==> config.mk <==
export PLATFORM = sky130hd
export DESIGN_NAME = txfc_credit_tracker
export DESIGN_NICKNAME = d
export VERILOG_FILES = /design/src/rtl/txfc_pkg.sv /design/src/rtl/txfc_len2cred.sv /design/src/rtl/txfc_credit_ctr.sv /design/src/rtl/txfc_status_enc.sv /design/src/rtl/txfc_credit_tracker.sv
export SDC_FILE = /design/constraint.sdc
export NUM_CORES = 1
export LEC_CHECK = 0
export ABC_AREA = 1
export BUFFER_PORTS_ARGS = -buffer_cell sky130_fd_sc_hd__buf_2
export CORE_UTILIZATION = 30
export CTS_BUF_LIST = sky130_fd_sc_hd__clkbuf_8
export CTS_CLUSTER_SIZE = 8
export DETAILED_ROUTE_END_ITERATION = 10
export PLACE_DENSITY = 0.5
export SLEW_MARGIN = 20
export SYNTH_ARGS = -nofsm -noshare
export SYNTH_HDL_FRONTEND = slang
export SYNTH_SLANG_ARGS = --single-unit
==> constraint.sdc <==
create_clock -name clk -period 4.7 [get_ports clk]
set_input_delay 0 -clock clk [delete_from_list [all_inputs] [get_ports clk]]
set_output_delay 0 -clock clk [all_outputs]
set_load 0.005 [all_outputs]
==> src/rtl/txfc_pkg.sv <==
package txfc_pkg;

    typedef enum logic {
        PKT_POSTED    = 1'b0,
        PKT_NONPOSTED = 1'b1
    } pkt_kind_e;

    localparam int PD_FIELD_W   = 9;
    localparam int PD_FIELD_MAX = 256;
    localparam int BYTES_PER_DC = 16;

    typedef struct packed {
        logic                  nph_ok;
        logic [PD_FIELD_W-1:0] pd_cnt;
        logic                  ph_ok;
    } credit_status_t;

    function automatic logic [PD_FIELD_W-1:0] clamp_pd_field(input logic [31:0] cnt);
        if (cnt > 32'(PD_FIELD_MAX))
            return PD_FIELD_W'(PD_FIELD_MAX);
        return cnt[PD_FIELD_W-1:0];
    endfunction

endpackage

==> src/rtl/txfc_len2cred.sv <==
module txfc_len2cred #(
    parameter int LEN_W = 13,
    parameter int OUT_W = 12
) (
    input  logic [LEN_W-1:0] len_bytes,
    output logic [OUT_W-1:0] credits
);
    localparam int SUM_W = LEN_W + 1;
    localparam int SHIFT = $clog2(txfc_pkg::BYTES_PER_DC);

    logic [SUM_W-1:0] rounded;

    always_comb begin
        rounded = {1'b0, len_bytes} + SUM_W'(txfc_pkg::BYTES_PER_DC - 1);
        credits = OUT_W'(rounded >> SHIFT);
    end
endmodule

==> src/rtl/txfc_credit_ctr.sv <==
module txfc_credit_ctr #(
    parameter int W = 8
) (
    input  logic         clk,
    input  logic         rst,
    input  logic         load,
    input  logic [W-1:0] load_val,
    input  logic         load_inf,
    input  logic [W-1:0] ret_amt,
    input  logic [W-1:0] use_amt,
    output logic [W-1:0] cnt,
    output logic         inf,
    output logic         uflow
);
    localparam logic [W:0] MAXV = {1'b0, {W{1'b1}}};

    logic [W-1:0] cnt_q;
    logic         inf_q;
    logic [W:0]   sum;
    logic [W:0]   sat;
    logic         under;

    always_comb begin
        sum   = {1'b0, cnt_q} + {1'b0, ret_amt};
        sat   = (sum > MAXV) ? MAXV : sum;
        under = ({1'b0, use_amt} > sat);
        uflow = !rst && !load && !inf_q && under;
    end

    always_ff @(posedge clk) begin
        if (rst) begin
            cnt_q <= '0;
            inf_q <= 1'b0;
        end else if (load) begin
            cnt_q <= load_val;
            inf_q <= load_inf;
        end else if (!inf_q) begin
            if (under)
                cnt_q <= '0;
            else
                cnt_q <= W'(sat - {1'b0, use_amt});
        end
    end

    assign cnt = cnt_q;
    assign inf = inf_q;

    // an infinite counter does not move without a new load
    a_r6_inf_hold: assert property (@(posedge clk) disable iff (rst)
        (inf_q && !load) |=> $stable(cnt_q));

    // reset leaves a cleared, finite counter
    a_r10_reset_clear: assert property (@(posedge clk)
        rst |=> (cnt_q == '0 && !inf_q));

    // an underflow lands on zero
    a_r9_floor: assert property (@(posedge clk) disable iff (rst)
        uflow |=> (cnt_q == '0));
endmodule

==> src/rtl/txfc_status_enc.sv <==
module txfc_status_enc
    import txfc_pkg::*;
#(
    parameter int HDR_W = 8,
    parameter int DAT_W = 12
) (
    input  logic [HDR_W-1:0] ph_cnt,
    input  logic             ph_inf,
    input  logic [DAT_W-1:0] pd_cnt,
    input  logic             pd_inf,
    input  logic [HDR_W-1:0] nph_cnt,
    input  logic             nph_inf,
    output credit_status_t   status
);
    always_comb begin
        status.ph_ok  = ph_inf  || (ph_cnt  != '0);
        status.nph_ok = nph_inf || (nph_cnt != '0);
        status.pd_cnt = pd_inf ? PD_FIELD_W'(PD_FIELD_MAX)
                               : clamp_pd_field(32'(pd_cnt));
    end
endmodule

==> src/rtl/txfc_credit_tracker.sv <==
module txfc_credit_tracker
    import txfc_pkg::*;
#(
    parameter int HDR_W = 8,
    parameter int DAT_W = 12,
    parameter int LEN_W = 13
) (
    input  logic             clk,
    input  logic             rst,
    input  logic             adv_load,
    input  logic [HDR_W-1:0] adv_ph,
    input  logic [DAT_W-1:0] adv_pd,
    input  logic [HDR_W-1:0] adv_nph,
    input  logic             adv_ph_inf,
    input  logic             adv_pd_inf,
    input  logic             adv_nph_inf,
    input  logic [HDR_W-1:0] rtn_ph,
    input  logic [DAT_W-1:0] rtn_pd,
    input  logic [HDR_W-1:0] rtn_nph,
    input  logic             pkt_accept,
    input  logic             pkt_kind,
    input  logic [LEN_W-1:0] pkt_len_bytes,
    output logic [10:0]      credit_status,
    output logic             credit_uflow_err
);
    logic             is_posted;
    logic             is_np;
    logic [DAT_W-1:0] len_cred;
    logic [HDR_W-1:0] ph_use;
    logic [DAT_W-1:0] pd_use;
    logic [HDR_W-1:0] nph_use;
    logic [HDR_W-1:0] ph_cnt;
    logic [DAT_W-1:0] pd_cnt;
    logic [HDR_W-1:0] nph_cnt;
    logic             ph_inf;
    logic             pd_inf;
    logic             nph_inf;
    logic             ph_uf;
    logic             pd_uf;
    logic             nph_uf;
    logic             err_q;
    credit_status_t   status;

    assign is_posted = pkt_accept && (pkt_kind_e'(pkt_kind) == PKT_POSTED);
    assign is_np     = pkt_accept && (pkt_kind_e'(pkt_kind) == PKT_NONPOSTED);

    txfc_len2cred #(.LEN_W(LEN_W), .OUT_W(DAT_W)) u_len (
        .len_bytes (pkt_len_bytes),
        .credits   (len_cred)
    );

    assign ph_use  = HDR_W'(is_posted);
    assign nph_use = HDR_W'(is_np);
    assign pd_use  = is_posted ? len_cred : '0;

    txfc_credit_ctr #(.W(HDR_W)) u_ph (
        .clk(clk), .rst(rst), .load(adv_load), .load_val(adv_ph),
        .load_inf(adv_ph_inf), .ret_amt(rtn_ph), .use_amt(ph_use),
        .cnt(ph_cnt), .inf(ph_inf), .uflow(ph_uf)
    );

    txfc_credit_ctr #(.W(DAT_W)) u_pd (
        .clk(clk), .rst(rst), .load(adv_load), .load_val(adv_pd),
        .load_inf(adv_pd_inf), .ret_amt(rtn_pd), .use_amt(pd_use),
        .cnt(pd_cnt), .inf(pd_inf), .uflow(pd_uf)
    );

    txfc_credit_ctr #(.W(HDR_W)) u_nph (
        .clk(clk), .rst(rst), .load(adv_load), .load_val(adv_nph),
        .load_inf(adv_nph_inf), .ret_amt(rtn_nph), .use_amt(nph_use),
        .cnt(nph_cnt), .inf(nph_inf), .uflow(nph_uf)
    );

    txfc_status_enc #(.HDR_W(HDR_W), .DAT_W(DAT_W)) u_enc (
        .ph_cnt(ph_cnt), .ph_inf(ph_inf),
        .pd_cnt(pd_cnt), .pd_inf(pd_inf),
        .nph_cnt(nph_cnt), .nph_inf(nph_inf),
        .status(status)
    );

    always_ff @(posedge clk) begin
        if (rst)
            err_q <= 1'b0;
        else if (ph_uf || pd_uf || nph_uf)
            err_q <= 1'b1;
    end

    assign credit_status    = status;
    assign credit_uflow_err = err_q;

    // the data field never shows a reserved code
    a_r2_pd_cap: assert property (@(posedge clk) disable iff (rst)
        credit_status[9:1] <= 9'd256);

    // posted-header flag tracks its counter
    a_r1_ph_flag: assert property (@(posedge clk) disable iff (rst)
        credit_status[0] == (ph_inf || (ph_cnt != '0)));

    // non-posted-header flag tracks its counter
    a_r3_nph_flag: assert property (@(posedge clk) disable iff (rst)
        credit_status[10] == (nph_inf || (nph_cnt != '0)));

    // the error flag is sticky
    a_r9_sticky: assert property (@(posedge clk) disable iff (rst)
        credit_uflow_err |=> credit_uflow_err);
endmodule

==> impl_metrics.yaml <==
finish:
  antenna_cells: 0
  fillers: 1734
  regArea_um2: 640.6
  syn_to_final_growth_pct: 17.10
  multi_input_area_mm2: 0.003435
  nets: 1013
  drive_gt1_share_pct: 17.06
route:
  drc_errors: 0
  dr.pass1.iters: 4
  wirelength_um: 13700
  num_vias: 4912
  via_per_inst: 4.506
  route.antenna.remaining_nets: 0
  drt-initial-drc-count: 316
  wl_per_cell_um: 12.57
timing:
  hold_viol_final: 0
  fmax_ghz: 0.2736
  tightest_slew_ps: 703.0
  fin_crit_sh_pct: 77.75
  finClkSkew_ps: 10.02
  rsz0062_at_grt: "false"
  relSlewSlack_pct: 52.96
  fin_hold_ws_ps: 15.59
  finalCriticalPeriod_ps: 3654
  drv_slew: 0
  tns_ps: 0
  setup_violations: 0
power:
  power_frac_clock_pct: 11.3
  ir_worst_vdd_mv: 0.1646
  p_comb_share_pct: 70.8
  seq_power_share_pct: 17.9
  p_leak_nw: 3.005
  p_sw_mw: 1.071
  switching_share_pct: 53.26
  p_per_area_mw_per_mm2: 365.4
  p_int_mw: 0.9397
logic_synthesis:
  synth.top_cell.area_share_pct: 17.82
  synth_edf_count: 0
  ys.flop_type: "dfxtp_1"
  synthCells: 790
  yosysWarnings: 0
  syn_area_mm2: 0.004698
  synth_common_cells: "nand2_1 (223), inv_1 (136), nor2_1 (67), nand3_1 (66), ha_1 (54)"
  synth_fp_nets: 925
  yosysMostFrequentCell: "nand2_1"
  synth.distinct_cells: 39
  syn_avg_cell_area_um2: 5.947
  yosys.area.top_type: "nand2_1"
  synth_seq_area_share_pct: 13.64
  synth-seq-cells: 32
  synth_area_leaders: "nand2_1 (18%), ha_1 (14%), dfxtp_1 (14%)"
  synthArstFlopShare_pct: 0
floorplan:
  io_pins: 89
  rows: 45
  die-area_mm2: 0.01617
  die_w_um: 127.1
  die-height_um: 127.1
  placeableCoreArea_mm2: 0.01526
  start_util_pct: 30.79
setup_path:
  crit_required_ps: 4890
  crit_path_max_fanout: 11
  start_kind: "register"
  arrival_ps: 3840
  cp-end-kind: "register"
  critPathKind: "register to register"
clock_tree:
  ctsHtreeMaxLevel: 2
  cts.path.max_buffers: 2
  cts_sinks: 32
  cts.repair.resized: 0
  clk_pin_slew_worst_paths_ps: 80
  clk_latency_ps: 300
  clockRootBuffer: "clkbuf_8"
  post_cts_buffers: 0
  cts_buffers: 5
  cts_tree: "done"
  postCtsHoldBufs: 8
global_route:
  first_global_vias: 4637
  grt_pass1_wl_um: 22730
  grt.overflow.total: 0
  antenna_found_initial: 0
  grt_start_max_net_pins: 35
  grtUsageTotal_pct: 17.68
place:
  place_congestion: 0.8665
  dp_hpwl_um: 11470
  port_buffers: 88
worst_hold_path:
  hp-class: "primary input to register"
outcome:
  status: "complete, no violations"
run:
  maxCapViolCount: 0
-- per-layer routing --
layer / up-vias / routed length [um] / global-route usage (%)
li1: 2683 / - / -
met4: 0 / 123 / 2.731
met2: 106 / 6405 / 30.45
met3: 11 / 553 / 2.429
met1: 2112 / 6620 / 23.83
met5: - / 0 / 0
-- area by class of cell --
type                            instances  area share (%)
Multi-Input combinational cell        597           62.43
Timing Repair Buffer                   97           9.597
Sequential cell                        32           11.64
Clock buffer                            5           1.251
Clock inverter                          3          0.3411
Inverter                              145           9.939
Tap cell                              211           4.799
-- registers in the layout, summed over array words and instances, names as in the netlist --
signal and cells:
credit_uflow_err 1, u_pd.inf 1, u_ph.inf 1, u_ph.cnt 8, u_pd.cnt 12, u_nph.inf 1, u_nph.cnt 8
-- power groups by stage --
stage,Clock (mW),Sequential [mW],Combinational (mW)
final,0.227,0.360,1.42
after global routing,0.244,0.367,1.62
after CTS,0.234,0.359,1.44
after detailed placement,0,0.366,1.42
after global placement,0,0.365,1.45
after floorplan,0,0.348,1.08
-- cell families (layout without fill, tap and decap cells) --
group / after synthesis / count (layout) / share of synthesized area [%]
xor+xnor: 22 / 22 / 4.101
fa+ha+maj: 58 / 58 / 16.09
simple gates: 440 / 440 / 43.09
buf+inv: 161 / 250 / 13.26
compound gates: 77 / 77 / 9.827
flops: 32 / 32 / 13.64
-- final timing paths --
check	startpoint	slack [ps]	to	cells after the start
max	u_pd.cnt[6]	1050	u_pd.cnt[8]	23
min reg2reg	u_pd.cnt[7]	510	u_pd.cnt[7]	2
min	adv_ph[5]	20	u_ph.cnt[5]	5
max reg2reg	u_pd.cnt[6]	1050	u_pd.cnt[8]	23
-- layout by cell type (no fill, tap or decap), types with 4 or more instances in the layout --
cell / Yosys / final
ha_1: 54 / 54
nor4_1: 4 / 4
nand2_1: 223 / 223
xnor2_1: 7 / 7
o21bai_1: 5 / 5
nand3b_1: 7 / 7
fa_1: 4 / 4
nor2_1: 67 / 67
o21a_1: 7 / 7
inv_1: 136 / 136
nor2_2: 11 / 11
a21oi_1: 42 / 42
a31oi_1: 8 / 8
nor3_1: 7 / 7
inv_2: 7 / 7
dlygate4sd3_1: 0 / 8
buf_2: 4 / 88
or2_2: 4 / 4
nand3_1: 66 / 66
o21ai_0: 9 / 9
clkbuf_8: 0 / 5
xor2_1: 15 / 15
dfxtp_1: 32 / 32
nand4_1: 24 / 24
nand2_2: 13 / 13
nor2_4: 6 / 6
-- stage by stage --
step | utilization [%] | instances | total power [mW] | area, um^2 | setup slack, ps
2_1_floorplan | - | 790 | 1.424 | 4698 | 1613
3_3_place_gp | 34.96 | 1074 | 1.815 | 5334 | 1123
3_5_place_dp | 34.96 | 1074 | 1.790 | 5334 | 1068
4_1_cts | 36.06 | 1090 | 2.030 | 5502 | 1049
5_1_grt | 36.06 | 1090 | 2.232 | 5502 | 679.5
6_report | 36.06 | 1090 | 2.011 | 5502 | 1046
-- critical path, stage by stage (launching register included) --
cell and delay [ps]:
dfxtp_1 390, ha_1 310, nand2_2 130, inv_2 40, nand2_1 60, nand2_1 50, nand2_1 50, nand2_1 50
nor2_2 390, inv_1 200, a21oi_1 270, ha_1 320, nand2_1 120, nor2_2 180, nand2_1 70, nand3_1 80
nand2_1 50, nand2_1 50, nand2_1 70, a21oi_4 150, nand3_4 160, nand2_4 120, nor2_1 50, o21a_1 160
No activity file was read; power rests on OpenSTA's default activity.
